`src/rtl/pll_lock_seq_pkg.sv`:
```
// Shared constants and field layout for the PLL standby/lock sequencer.
// Assumes byte addressing with 32-bit registers on word boundaries.
package pll_lock_seq_pkg;
    localparam int unsigned ADDR_W   = 5;
    localparam int unsigned DATA_W   = 32;
    localparam logic [ADDR_W-1:0] A_CTRL = 5'h00;
    localparam logic [ADDR_W-1:0] A_CFG1 = 5'h04;
    localparam logic [ADDR_W-1:0] A_CFG2 = 5'h08;
    localparam logic [ADDR_W-1:0] A_STAT = 5'h10;
    localparam int unsigned REL_BIT  = 0;
    localparam int unsigned WEN_BIT  = 16;
    localparam int unsigned LOCK_BIT = 4;
    localparam int unsigned SH_W     = 3;

    // Layout of configuration word 1, MSB first
    typedef struct packed {
        logic signed [15:0] frac;
        logic [9:0]         mult;
        logic [5:0]         prediv;
    } cfg1_t;
endpackage

```
`src/rtl/pll_lock_seq_regs.sv`:
```
// Register file of the sequencer: masked-write control word, two
// configuration words and the read mux. Assumes one write per cycle and
// combinational reads. Flags standby entry and configuration writes so
// the timer can act on the same edge.
module pll_lock_seq_regs
    import pll_lock_seq_pkg::*;
(
    input  logic              clk,
    input  logic              rst_n,
    input  logic              bus_wr,
    input  logic [ADDR_W-1:0] bus_addr,
    input  logic [DATA_W-1:0] bus_wdata,
    input  logic              locked,
    output logic [DATA_W-1:0] bus_rdata,
    output logic              released,
    output logic              enter_stby,
    output logic              cfg_wr,
    output cfg1_t             cfg1,
    output logic [SH_W-1:0]   postsh
);
    logic ctrl_hit;

    // Decode of the write strobes
    always_comb begin
        ctrl_hit   = bus_wr && (bus_addr == A_CTRL) && bus_wdata[WEN_BIT];
        enter_stby = ctrl_hit && !bus_wdata[REL_BIT];
        cfg_wr     = bus_wr && ((bus_addr == A_CFG1) || (bus_addr == A_CFG2));
    end

    // Release state, loaded only when its write enable is set
    always_ff @(posedge clk) begin
        if (!rst_n)        released <= 1'b0;
        else if (ctrl_hit) released <= bus_wdata[REL_BIT];
    end

    // Configuration words
    always_ff @(posedge clk) begin
        if (!rst_n) begin
            cfg1   <= '0;
            postsh <= '0;
        end else if (bus_wr) begin
            if (bus_addr == A_CFG1) cfg1   <= cfg1_t'(bus_wdata);
            if (bus_addr == A_CFG2) postsh <= bus_wdata[SH_W-1:0];
        end
    end

    // Read mux
    always_comb begin
        bus_rdata = '0;
        case (bus_addr)
            A_CTRL: bus_rdata[REL_BIT] = released;
            A_CFG1: bus_rdata = DATA_W'(cfg1);
            A_CFG2: bus_rdata[SH_W-1:0] = postsh;
            A_STAT: begin
                bus_rdata[REL_BIT]  = released;
                bus_rdata[LOCK_BIT] = locked;
            end
            default: bus_rdata = '0;
        endcase
    end

    // A control write without its enable bit leaves the release state alone
    assert_masked_write_R3: assert property (@(posedge clk) disable iff (!rst_n)
        (bus_wr && bus_addr == A_CTRL && !bus_wdata[WEN_BIT]) |=> $stable(released));
endmodule

```
`src/rtl/pll_lock_seq_timer.sv`:
```
// Lock-time model: counts clock cycles from release and raises the lock
// flag after LOCK_CYCLES edges. A clear request zeroes both the count and
// the flag. Assumes that the release state never falls without a clear
// request on the same edge.
module pll_lock_seq_timer #(
    parameter int unsigned LOCK_CYCLES = 64
) (
    input  logic clk,
    input  logic rst_n,
    input  logic released,
    input  logic clear,
    output logic locked
);
    localparam int unsigned CNT_W = $clog2(LOCK_CYCLES + 1);
    localparam logic [CNT_W-1:0] LAST = CNT_W'(LOCK_CYCLES - 1);

    logic [CNT_W-1:0] cnt;

    // Count while released and unlocked, set lock at the last step
    always_ff @(posedge clk) begin
        if (!rst_n || clear) begin
            cnt    <= '0;
            locked <= 1'b0;
        end else if (released && !locked) begin
            if (cnt == LAST) locked <= 1'b1;
            else             cnt    <= cnt + 1'b1;
        end
    end

    assert_lock_needs_release_R4: assert property (@(posedge clk) disable iff (!rst_n)
        locked |-> released);
    assert_lock_from_count_R4: assert property (@(posedge clk) disable iff (!rst_n)
        $rose(locked) |-> ($past(released) && !$past(clear)));
endmodule

```
`src/rtl/pll_lock_seq.sv`:
```
// Top of the PLL standby/lock sequencer. It joins the register file and
// the lock timer and drives the loop reset and divider fields. A clear
// goes to the timer on standby entry and on a configuration write made
// after lock.
module pll_lock_seq
    import pll_lock_seq_pkg::*;
#(
    parameter int unsigned LOCK_CYCLES = 64
) (
    input  logic                clk,
    input  logic                rst_n,
    input  logic                bus_wr,
    input  logic [ADDR_W-1:0]   bus_addr,
    input  logic [DATA_W-1:0]   bus_wdata,
    output logic [DATA_W-1:0]   bus_rdata,
    output logic                pll_rst_n,
    output logic                pll_ready,
    output logic signed [15:0]  pll_frac,
    output logic [9:0]          pll_mult,
    output logic [5:0]          pll_prediv,
    output logic [SH_W-1:0]     pll_postsh
);
    logic  released, enter_stby, cfg_wr, locked, tmr_clear;
    cfg1_t cfg1;

    pll_lock_seq_regs u_regs (
        .clk(clk), .rst_n(rst_n), .bus_wr(bus_wr), .bus_addr(bus_addr),
        .bus_wdata(bus_wdata), .locked(locked), .bus_rdata(bus_rdata),
        .released(released), .enter_stby(enter_stby), .cfg_wr(cfg_wr),
        .cfg1(cfg1), .postsh(pll_postsh)
    );

    // Timer clear: standby entry, or a configuration change after lock
    always_comb tmr_clear = enter_stby || (cfg_wr && locked);

    pll_lock_seq_timer #(.LOCK_CYCLES(LOCK_CYCLES)) u_timer (
        .clk(clk), .rst_n(rst_n), .released(released),
        .clear(tmr_clear), .locked(locked)
    );

    // Outputs to the loop and its model
    always_comb begin
        pll_rst_n  = released;
        pll_ready  = released && locked;
        pll_frac   = cfg1.frac;
        pll_mult   = cfg1.mult;
        pll_prediv = cfg1.prediv;
    end

    assert_standby_clears_R6: assert property (@(posedge clk) disable iff (!rst_n)
        (bus_wr && bus_addr == A_CTRL && bus_wdata[WEN_BIT] && !bus_wdata[REL_BIT])
        |=> (!pll_rst_n && !pll_ready));
    assert_cfg_restart_R9: assert property (@(posedge clk) disable iff (!rst_n)
        (bus_wr && (bus_addr == A_CFG1 || bus_addr == A_CFG2) && locked) |=> !locked);
    assert_ready_needs_release_R5: assert property (@(posedge clk) disable iff (!rst_n)
        $rose(pll_ready) |-> $past(pll_rst_n));
endmodule

```
`config.mk`:
```
export PLATFORM = sky130hd
export DESIGN_NAME = pll_lock_seq
export DESIGN_NICKNAME = d
export VERILOG_FILES = /design/src/rtl/pll_lock_seq_pkg.sv /design/src/rtl/pll_lock_seq_regs.sv /design/src/rtl/pll_lock_seq_timer.sv /design/src/rtl/pll_lock_seq.sv
export SDC_FILE = /design/constraint.sdc
export NUM_CORES = 1
export LEC_CHECK = 0
export ABC_AREA = 1
export BUFFER_PORTS_ARGS = -buffer_cell sky130_fd_sc_hd__buf_4
export CORE_MARGIN = 2
export CORE_UTILIZATION = 35
export DETAILED_ROUTE_END_ITERATION = 6
export GPL_TIMING_DRIVEN = 0
export PLACE_DENSITY = 0.67
export SLEW_MARGIN = 20
export SYNTH_ARGS = -nofsm -noshare
export SYNTH_HDL_FRONTEND = slang
export SYNTH_HIERARCHICAL = 1
export SYNTH_SLANG_ARGS = --single-unit
```
`constraint.sdc`:
```
create_clock -name clk -period 1.2 [get_ports clk]
set_clock_uncertainty 0.1 [all_clocks]
set_input_delay 0.12 -clock clk [delete_from_list [all_inputs] [get_ports clk]]
set_output_delay 0.12 -clock clk [all_outputs]
set_load 0.005 [all_outputs]
```
== Yosys cells after proc, flatten, opt, wreduce, memory -nomap -nowiden ==
Cells that the tools add are included.

* Add/sub/neg operators: 1
* $mul: 0
* Divide/modulo/power cells: 0
* $lt $le $gt $ge: 0
* Equal/unequal tests: 4
* Shift operators: 0
* Mux-type cells: 5
* Bitwise operators: 1
* Reductions and logical operators: 19

{| class="wikitable"
|+ Operator list
! kind !! number
|-
| 2-to-1 mux 27 bit || 1
|-
| AND reduction 2 bit || 4
|-
| adder 7 x 1 -> 7 bit (second input constant) || 1
|-
| equality test 7 x 6 -> 1 bit (second input constant) || 1
|-
| logical AND 1 bit || 7
|-
| equality test 5 x 3 -> 1 bit (second input constant) || 1
|-
| equality test 5 x 4 -> 1 bit (second input constant) || 1
|-
| equality test 5 bit (second input constant) || 1
|-
| logical NOT 5 bit || 1
|-
| one-hot mux 2 bit (2 select lines) || 1
|-
| logical NOT 1 bit || 3
|-
| logical OR 1 bit || 3
|-
| one-hot mux 1 bit (3 select lines) || 1
|-
| one-hot mux 1 bit (2 select lines) || 1
|-
| OR reduction 2 bit || 1
|-
| 2-to-1 mux 1 bit || 1
|-
| NOT 1 bit || 1
|}

* Bits in registers: 44
* Latch bits: 0
* Bits in writable memories: 0
* Bits in read-only memories: 0
* Bits of input ports: 40
* Output and inout bits: 69
* Word-level logic and storage cells: 37
* Memories: 0

== Logic depth before layout (Yosys ltp) ==
Gate-level depths: netlist of run 1.

* Depth in word-level cells: 6
* Mapped depth: 11
* Depth with buffers taken out: 11

== By module ==
The synthesis of run 1 kept the hierarchy.

{| class="wikitable"
|+ By module, submodules not included
! module !! times used !! cells each !! area an instance (um^2) !! sequential area each (um^2)
|-
| pll_lock_seq_regs || 1 || 285 || 1,719.1 || 720.7
|-
| pll_lock_seq_timer || 1 || 58 || 424.2 || 160.2
|-
| pll_lock_seq || 1 || 5 || 18.8 || 0.0
|}

== Worst setup path before layout of run 1 ==
Ideal clock, no wire load.

* Path kind: input to register
* From: input bus_addr[2]
* To: register u_timer.cnt[0]
* Setup time: 0.070 ns
* Arrival: 1.127 ns
* Data required time: 1.030 ns
* Setup slack: -0.096 ns
* Cell stages on the path: 11
* Buffers on the path: 2
* Cell sequence: inv_2 nor2_2 nand4_2 buf_6 buf_2 nand2_1 nand2_1 nand2_1 nor2_1 inv_1 a21oi_1

* Cells in the longest elaborated chain, start to end: 6
* Elaborated cells on any way between the ends: 11
* Classes of those cells: eq/ne: 2; reduce/logical: 9

{| class="wikitable"
|+ RTL lines
! what !! RTL line !! RTL
|-
| start, declared || pll_lock_seq.sv:13 || <nowiki>input logic [ADDR_W-1:0] bus_addr,</nowiki>
|-
| equality test 5 x 3 -> 1 bit / equality test 5 x 4 -> 1 bit (equally long branches) || pll_lock_seq_regs.sv:27 || <nowiki>cfg_wr = bus_wr && ((bus_addr == A_CFG1) || (bus_addr == A_CFG2));</nowiki>
|-
| logical OR 1 bit (*) || pll_lock_seq_regs.sv:27 ||
|-
| logical AND 1 bit (*) || pll_lock_seq_regs.sv:27 ||
|-
| net cfg_wr || pll_lock_seq.sv:23 || <nowiki>logic released, enter_stby, cfg_wr, locked, tmr_clear;</nowiki>
|-
| logical AND 1 bit (*) || pll_lock_seq.sv:34 || <nowiki>always_comb tmr_clear = enter_stby || (cfg_wr && locked);</nowiki>
|-
| logical OR 1 bit (*) || pll_lock_seq.sv:34 ||
|-
| net tmr_clear || pll_lock_seq.sv:23 ||
|-
| logical OR 1 bit (*) || pll_lock_seq_timer.sv:21 || <nowiki>if (!rst_n || clear) begin</nowiki>
|-
| end signal, assigned || pll_lock_seq_timer.sv:26 || <nowiki>else cnt <= cnt + 1'b1;</nowiki>
|-
| end, declared || pll_lock_seq_timer.sv:17 || <nowiki>logic [CNT_W-1:0] cnt;</nowiki>
|}

Mark *: on every way through the listed nets, which the timed path passes. The rest lies on a longest branch.
A chain may end at the register's enable or synchronous reset.

== Worst setup path after layout of run 1 ==
* From: register, netlist name u_regs/cfg1[0]
* To: output bus_rdata[0]

* Cells in the longest elaborated chain, start to end: 1

{| class="wikitable"
|+ RTL lines
! what !! RTL line !! RTL
|-
| one-hot mux 1 bit (3 select lines) || pll_lock_seq_regs.sv:50 || <nowiki>case (bus_addr)</nowiki>
|-
| end, declared || pll_lock_seq.sv:15 || <nowiki>output logic [DATA_W-1:0] bus_rdata,</nowiki>
|}

Every way passes these cells.

==> results.cfg, run 1 <==
[final_layout]
num_antenna_cells = 0
final_cell_area_sq_um = 3710
finalCoreUtilization = 0.624
fin_nets = 540
drive_above_1_share = 0.358
areaGrowthSynthToFinish_pct = 71.8

[global_route]
grt_max_degree = 15
grt_pass1_vias = 2261
grtUsageMet1 = 0.237
globalRouteTotalUtil = 0.190
antenna_found_initial = 0
gr-max-usage-layer = met2
overflow = 0
grt_pass1_wl_um = 10100
grtUsageMet2 = 0.332
grtUsageMet3 = 0.0489

[clock_network]
cts_tree = done
path_clk_slew_ns = 0.09
cts_inserted_buffers = 5
clk_latency_ns = 0.29
clock_sinks = 44
htreeDepth = 2
ctsRootBufferMaster = clkbuf_8
cts_buffer_depth = 2

[timing]
setup_slack_ns = -0.0428
setup_viol = 5
timing.final.crit_period_ns = 1.24
slew_headroom = 0.670
max_freq_ghz = 0.805
finalHoldViolCount = 0
rsz0062_at_grt = true
finalMaxSlewViolations = 0
worstMarginPinSlew_ns = 0.495
finalCritPeriodShare = 1.04

[outcome]
status = finished, violations left
violations = negative setup slack

[flow_run]
drv_cap = 0

[place]
dp_hpwl_um = 4600
dpl_cell_area_sq_um = 3070
gp_congestion = 0.810
post-place-ws_ns = -0.336
portBuffers = 108

[setup_path]
crit_chain = inv_2, o211ai_1, buf_4
cp-start-kind = flop
worstPathRequired_ns = 0.98
r2r.worst_path.cells = 7
slowest_delay_ns = 0.34
cp-end-kind = output pin
path_depth = 3
arrival_ns = 1.02
crit_slowest_cell = dfxtp_2
crit_family = flip-flops
critPathKind = reg2out
path_buf_inv = 2
crit_fanout = 2

[logic_synthesis]
synthFlopType = dfxtp_1
synth_cell_type_count = 26
synthSimpleGateAreaFrac = 0.424
synth_area_leader_cell = dfxtp_1
synthArstFlopShare = 0
synth_fa_ha_area_frac = 0.00579
synthXorXnorAreaFrac = 0.00405
synth_top_cells_by_count = 110 x nor2_1, 92 x nand2_1, 48 x inv_1
synth-warning-count = 6
synth_cells = 348
synth_top_family_by_area = simple AND/OR/NAND/NOR gates
synth_area_sq_um = 2160
muxShareOfSynthArea = 0
synthMostInstantiatedCell = nor2_1
avgSynthCellArea_sq_um = 6.21
synth_fp_nets = 389
synth.top_cell.area_share = 0.407
synth_seq_cells = 44
synth_compound_area_frac = 0.0289
synth_edf_count = 0
synth_area_leaders = dfxtp_1 41%, nor2_1 19%, nand2_1 16%, inv_1 8.3%, nand3_1 2.3%
yosysSeqAreaShare = 0.407

[power_and_ir_drop]
power_leakage_uw = 0.00192
powerDensity_nw_per_um2 = 801
vdd_drop_max_mv = 0.524

[detailed_routing]
drc = 0
drt_first_pass_iters = 4
vias = 2586
viasPerCell = 4.50
routedWlPerCell_um = 12.0
postRouteAntennaNets = 0
drtIter0Drc = 133
routed_wl_um = 6900

[floorplanning]
rows = 28
die_w_um = 82.6
coreArea_sq_um = 5960
die_h_um = 82.6
start_util = 0.363
io_pins = 109
die_area_sq_um = 6820

[min_path]
min_path_cells = 3
hold_path.class = in2reg
routing by layer:
layer / wire length, um / vias to the layer above
li1: - / 1328
met1: 2930 / 1166
met2: 3450 / 86
met3: 470 / 6
met4: 48 / 0
met5: 0 / -
final timing paths:
kind,start,end,slack (ns)
hold / removal,bus_wdata[0],u_regs/postsh[0]$_SDFFE_PN0P_,0.02
setup / recovery,u_regs/cfg1[0]$_SDFFE_PN0P_,bus_rdata[0],-0.04
hold reg to reg,u_timer/cnt[6]$_SDFFE_PP0P_,u_timer/cnt[6]$_SDFFE_PP0P_,0.40
setup reg to reg,u_timer/cnt[1]$_SDFFE_PP0P_,u_timer/cnt[1]$_SDFFE_PP0P_,-0.01
per-stage QoR:
stage                     hold slack (ns)  setup TNS, ns  power (uW)  std cells
after floorplan                     0.155              0        1610        348
after detailed placement            0.249         -10.38        1760        531
after CTS                         0.00690         -0.140        3010        573
final                              0.0218        -0.0854        2980        575
after global routing               0.0504         -0.966        3100        575
after global placement              0.240          -9.46        1760        531
state kept, by name, summed over array words and instances (netlist names):
| name | flops |
|---|---|
| u_regs/postsh | 3 |
| u_timer/locked | 1 |
| u_regs/released | 1 |
| u_timer/cnt | 7 |
| u_regs/cfg1 | 32 |
repair_timing:
action | in CTS | in global routing
hold endpoints to repair | 34 | 0
hold buffers | 32 | 0
pin swaps | 3 | 8
cloned | 1 | 0
setup buffers | 1 | 3
resized for setup | 23 | 37
endpoints found under the setup margin | 40 | 37
placed cells by master (no fill, tap or decap), drive strengths merged:
| cell | count |
|---|---|
| dfxtp | 44 |
| buf | 123 |
| xor2 | 1 |
| a21boi | 1 |
| nand3 | 11 |
| clkinv | 1 |
| nand2 | 95 |
| clkinvlp | 1 |
| ha | 1 |
| a21oi | 5 |
| o21ai | 2 |
| nand4 | 3 |
| clkbuf | 8 |
| o211ai | 1 |
| inv | 52 |
| nand3b | 2 |
| nor2 | 114 |
| dlygate4sd3 | 32 |
| o22ai | 2 |
| bufinv | 1 |
logic make-up (layout without fill, tap and decap cells):
logic type               Yosys count  after routing
flip-flops                        44             44
AND/OR/NAND/NOR                  225            225
adder cells (fa/ha/maj)            1              1
AO/OA/AOI/OAI                     11             11
buffers and inverters             66            218
XOR/XNOR                           1              1
area by class of cell:
cell class | instances | area (sq um)
Buffer | 13 | 92.6
Tap cell | 75 | 93.8
Timing Repair Buffer | 145 | 1180
Clock inverter | 3 | 42.5
Clock buffer | 5 | 68.8
Sequential cell | 44 | 906
Fill cell | 547 | 2240
Inverter | 52 | 205
Multi-Input combinational cell | 238 | 1130
worst min-delay path, cell delays in order:
cell and delay, ns:
buf_4 0.12, nand3_1 0.07, a21boi_0 0.07
power by group:
group	switching, uW	internal, uW
Sequential	8.77	1470
Combinational	145	208
Clock	527	617
No activity file was read; power rests on OpenSTA's default activity.
==> run 2: changes to the inputs <==
--- a/config.mk
+++ b/config.mk
@@ -11,7 +11,8 @@
 export CORE_UTILIZATION = 35
 export DETAILED_ROUTE_END_ITERATION = 6
 export GPL_TIMING_DRIVEN = 0
-export PLACE_DENSITY = 0.67
+export PLACE_DENSITY = 0.72
+export REMOVE_ABC_BUFFERS = 1
 export SLEW_MARGIN = 20
 export SYNTH_ARGS = -nofsm -noshare
 export SYNTH_HDL_FRONTEND = slang
==> run 2 against run 1 <==
Against the previous run:
- the run still ends with negative setup slack left
- sequential power barely moved
- clock power fell by 20%
- via count rose by 3.2%
- global-route usage rose by 1.2 points
- count of clock-buffer cells in the layout did not move
- cell area rose by 6.7%
- maximum frequency fell by 0.60%
- worst setup slack got worse by 0.0074 ns
- first-iteration DRC count fell by 5.3%
- sequential cell count did not move
- critical path type unchanged
==> results.cfg, run 2 (synthesized netlist as in run 1, its figures left out) <==
[timing]
setup_slack_ns = -0.0502
setup_viol = 27
finalMaxSlewViolations = 0
worstMarginPinSlew_ns = 0.424
finalCritPeriodShare = 1.04
hold_ws_ns = 0.0331
timing.final.crit_period_ns = 1.25
finalHoldViolCount = 0
max_freq_ghz = 0.800
rsz0062_at_grt = true
slew_headroom = 0.718

[floorplanning]
io_pins = 109
coreArea_sq_um = 5960
start_util = 0.363
die_h_um = 82.6
die_area_sq_um = 6820
rows = 28
die_w_um = 82.6

[final_layout]
fillers = 509
final_common_cell = buf_4
regArea_sq_um = 902
areaGrowthSynthToFinish_pct = 83.3
final_cell_mix = 94 x buf_4, 91 x nand2_1, 76 x nor2_1
drive_above_1_share = 0.404
reg.largest.list = u_regs/cfg1 x32, u_timer/cnt x7, u_regs/postsh x3
top_register = u_regs/cfg1
fin_nets = 539
finalCoreUtilization = 0.666
largest_register_ffs = 32
final_cell_area_sq_um = 3960
multiInputGateArea_sq_um = 1300
num_antenna_cells = 0

[place]
dp_hpwl_um = 4030
dpl_cell_area_sq_um = 3020
portBuffers = 108
gp_congestion = 0.819

[detailed_routing]
routed_wl_um = 7620
viasPerCell = 4.66
drtIter0Drc = 126
drt_first_pass_iters = 4
drc = 0
vias = 2668
postRouteAntennaNets = 0
routedWlPerCell_um = 13.3

[setup_path]
crit_chain = nand3_1, o211ai_1, buf_4
r2r.worst_path.cells = 7
crit_slowest_cell = dfxtp_1
slowest_delay_ns = 0.38
cp-start-kind = flop
worstPathRequired_ns = 0.98
arrival_ns = 1.03
cp-end-kind = output pin
critPathKind = reg2out
crit_fanout = 3

[min_path]
min_path_cells = 3
hold_path.class = in2reg

[global_route]
globalRouteTotalUtil = 0.202
antenna_found_initial = 0
grt_pass1_vias = 2364
overflow = 0
grt_max_degree = 43
grt_pass1_wl_um = 10600

[clock_network]
path_clk_slew_ns = 0.08
clock_sinks = 44
htreeDepth = 2
clk_latency_ns = 0.29
ctsRootBufferMaster = clkbuf_8
cts_buffer_depth = 2
cts_inserted_buffers = 5
cts_tree = done

[outcome]
violations = negative setup slack
status = finished, violations left

[power_and_ir_drop]
power_leakage_uw = 0.00197
powerDensity_nw_per_um2 = 704
vdd_drop_max_mv = 0.535

[flow_run]
drv_cap = 0
[run 2: report_power, final]
group,total (uW),internal (uW),switching (uW),leakage [uW]
logic,397,221,176,0.00157
registers,1480,1470,8.91,0.000362
clock network,914,395,518,0.0000400
[run 2: layout make-up]
type	count	area share
clock buffers	5	0.0174
clock inverters	2	0.00316
inverters	52	0.0511
multi-input cells	240	0.327
flip-flops and latches	44	0.228
well taps	75	0.0237
repair buffers	155	0.350
[run 2: per-stage QoR]
stage               cells  TNS (ns)  setup WS (ns)  power (uW)
finish                573    -0.435        -0.0502        2790
global route          573     -1.90         -0.119        2910
CTS                   567    -0.273        -0.0227        2790
detailed placement    518    -26.47         -0.646        1750
global placement      517    -76.14          -1.36        1740
floorplan             334    -24.89         -0.667        1580
[run 2: path summary, 6_finish.rpt]
| kind | start | endpoint | slack [ns] |
|---|---|---|---|
| max | u_regs/postsh[0]$_SDFFE_PN0P_ | bus_rdata[0] | -0.05 |
| min | bus_wdata[0] | u_regs/postsh[0]$_SDFFE_PN0P_ | 0.03 |
| max reg2reg | u_timer/cnt[1]$_SDFFE_PP0P_ | u_timer/cnt[0]$_SDFFE_PP0P_ | -0.03 |
| min reg2reg | u_timer/locked$_SDFFE_PP0P_ | u_timer/locked$_SDFFE_PP0P_ | 0.40 |
[run 2: timing repair]
action | in CTS | in global routing
buffers inserted | 8 | 6
hold endpoints to repair | 34 | 0
cloned | 2 | 0
gates resized for setup | 34 | 84
setup endpoints to repair | 46 | 39
pin swaps | 8 | 11
hold buffers | 32 | 0
[run 2: worst max-delay path, delay by kind of cell (launching register included)]
family	cells	cell delay, ns
buffers and inverters	1	0.14
flip-flops	1	0.38
AND/OR/NAND/NOR	1	0.10
AO/OA/AOI/OAI	1	0.11
[run 2: layer usage]
layer / vias up / wire length [um] / GRT usage
met2: 101 / 4140 / 0.363
met1: 1231 / 2870 / 0.229
met3: 14 / 454 / 0.0435
met5: - / 0 / 0
li1: 1322 / - / -
met4: 0 / 154 / 0.0852
==> run 3: changes to the inputs <==
--- a/config.mk
+++ b/config.mk
@@ -9,6 +9,7 @@
 export BUFFER_PORTS_ARGS = -buffer_cell sky130_fd_sc_hd__buf_4
 export CORE_MARGIN = 2
 export CORE_UTILIZATION = 35
+export CTS_BUF_LIST = sky130_fd_sc_hd__clkbuf_16
 export DETAILED_ROUTE_END_ITERATION = 6
 export GPL_TIMING_DRIVEN = 0
 export PLACE_DENSITY = 0.72
==> constraint.sdc (replaced) <==
create_clock -name clk -period 1.1 [get_ports clk]
set_clock_uncertainty 0.1 [all_clocks]
set_input_delay 0.11 -clock clk [delete_from_list [all_inputs] [get_ports clk]]
set_output_delay 0.11 -clock clk [all_outputs]
set_load 0.005 [all_outputs]
==> run 3 against run 2 <==
Against the previous run:
- the run still ends with negative setup slack left
- combinational power increased by 11%
- clock power grew 56%
- first-iteration DRC count is 25% higher
- count of clock-buffer cells in the layout did not move
- critical path depth is the same
==> results.cfg, run 3 (synthesized netlist as in run 1, its figures left out) <==
[detailed_routing]
drc = 0
vias = 2674
viasPerCell = 4.67
routed_wl_um = 7480
postRouteAntennaNets = 0
drtIter0Drc = 158
routedWlPerCell_um = 13.1
drt_first_pass_iters = 4

[timing]
setup_viol = 40
slew_headroom = 0.722
finalHoldViolCount = 0
finalMaxSlewViolations = 0
setup_slack_ns = -0.139
rsz0062_at_grt = true
hold_ws_ns = 0.0645
timing.final.crit_period_ns = 1.24
max_freq_ghz = 0.807
worstMarginPinSlew_ns = 0.417
finalCritPeriodShare = 1.13

[final_layout]
largest_register_ffs = 32
final_common_cell = buf_4
fin_nets = 539
drive_above_1_share = 0.412
reg.largest.list = u_regs/cfg1 x32, u_timer/cnt x7, u_regs/postsh x3
num_antenna_cells = 0
areaGrowthSynthToFinish_pct = 82.9
final_cell_mix = 105 x buf_4, 88 x nand2_1, 81 x nor2_1
top_register = u_regs/cfg1

[power_and_ir_drop]
powerDensity_nw_per_um2 = 881
power_leakage_uw = 0.00197
total_power_uw = 3480
vdd_drop_max_mv = 0.753

[outcome]
status = finished, violations left
violations = negative setup slack

[clock_network]
cts_buffer_depth = 2
ctsRootBufferMaster = clkbuf_16
clk_latency_ns = 0.28
cts_tree = done
cts_inserted_buffers = 5
path_clk_slew_ns = 0.06
clock_sinks = 44
htreeDepth = 2

[setup_path]
crit_fanout = 3
path_buf_inv = 1
cp-start-kind = flop
arrival_ns = 1.03
worstPathRequired_ns = 0.89
critPathKind = reg2out
slowest_delay_ns = 0.37
crit_family = flip-flops
cp-end-kind = output pin
crit_slowest_cell = dfxtp_1
crit_chain = nand3_1, o211ai_1, buf_4

[floorplanning]
die_area_sq_um = 6820
coreArea_sq_um = 5960
io_pins = 109
start_util = 0.363
die_w_um = 82.6
rows = 28
die_h_um = 82.6

[global_route]
globalRouteTotalUtil = 0.211
grt_pass1_vias = 2405
antenna_found_initial = 0
grt_pass1_wl_um = 11000
overflow = 0
grt_max_degree = 43

[place]
portBuffers = 108
dp_hpwl_um = 4030
gp_congestion = 0.819
post-place-ws_ns = -0.726

[min_path]
hold_path.class = in2reg

[flow_run]
drv_cap = 0
[run 3: area by class of cell]
class	count	area, sq um
fillers	490	2000
repair buffers	154	1320
multi-input cells	241	1280
flip-flops and latches	44	915
inverters	52	210
clock buffers	5	125
well taps	75	93.8
clock inverters	2	12.5
[run 3: worst paths after layout]
check / from / endpoint / slack [ns] / cells after the start
hold reg to reg: u_timer/cnt[6]$_SDFFE_PP0P_ / u_timer/cnt[6]$_SDFFE_PP0P_ / 0.40 / 2
setup reg to reg: u_timer/cnt[1]$_SDFFE_PP0P_ / u_timer/cnt[2]$_SDFFE_PP0P_ / -0.14 / 7
hold / removal: bus_wdata[0] / u_regs/postsh[0]$_SDFFE_PN0P_ / 0.06 / 3
setup / recovery: u_regs/postsh[0]$_SDFFE_PN0P_ / bus_rdata[0] / -0.14 / 3
[run 3: per-layer routing]
metal | vias up | global-route usage | part of all wire
met5 | - | 0 | 0
met1 | 1220 | 0.237 | 0.39
met3 | 18 | 0.0467 | 0.063
met4 | 0 | 0.0689 | 0.022
met2 | 103 | 0.393 | 0.53
li1 | 1333 | - | -
[run 3: where the power goes]
group	total, uW	switching (uW)	internal (uW)
combinational	442	196	246
clock	1430	608	824
sequential	1610	9.94	1600
total	3480	814	2670
[run 3: worst register-to-register path: stages (launching register included)]
cell,delay (ns)
dfxtp_4,0.37
ha_4,0.15
nand3_4,0.10
inv_4,0.11
nand2_8,0.08
nand2_4,0.08
nand2_2,0.05
a21oi_2,0.13
[run 3: timing repair]
| item | CTS | global route |
|---|---|---|
| resized for setup | 63 | 44 |
| pin swaps | 11 | 8 |
| buffers inserted | 12 | 1 |
| setup endpoints to repair | 62 | 41 |
| endpoints found under the hold margin | 34 | 0 |
| gates cloned | 3 | 0 |
| hold buffers | 32 | 0 |
[run 3: metrics by stage]
stage,area (sq um),instances,utilization,setup TNS [ns]
2_1_floorplan,2080,334,-,-31.05
3_3_place_gp,2980,517,0.501,-82.31
4_1_cts,3800,572,0.638,-1.25
5_1_grt,3950,573,0.664,-4.40
3_5_place_dp,3020,518,0.507,-32.84
6_report,3950,573,0.664,-2.54
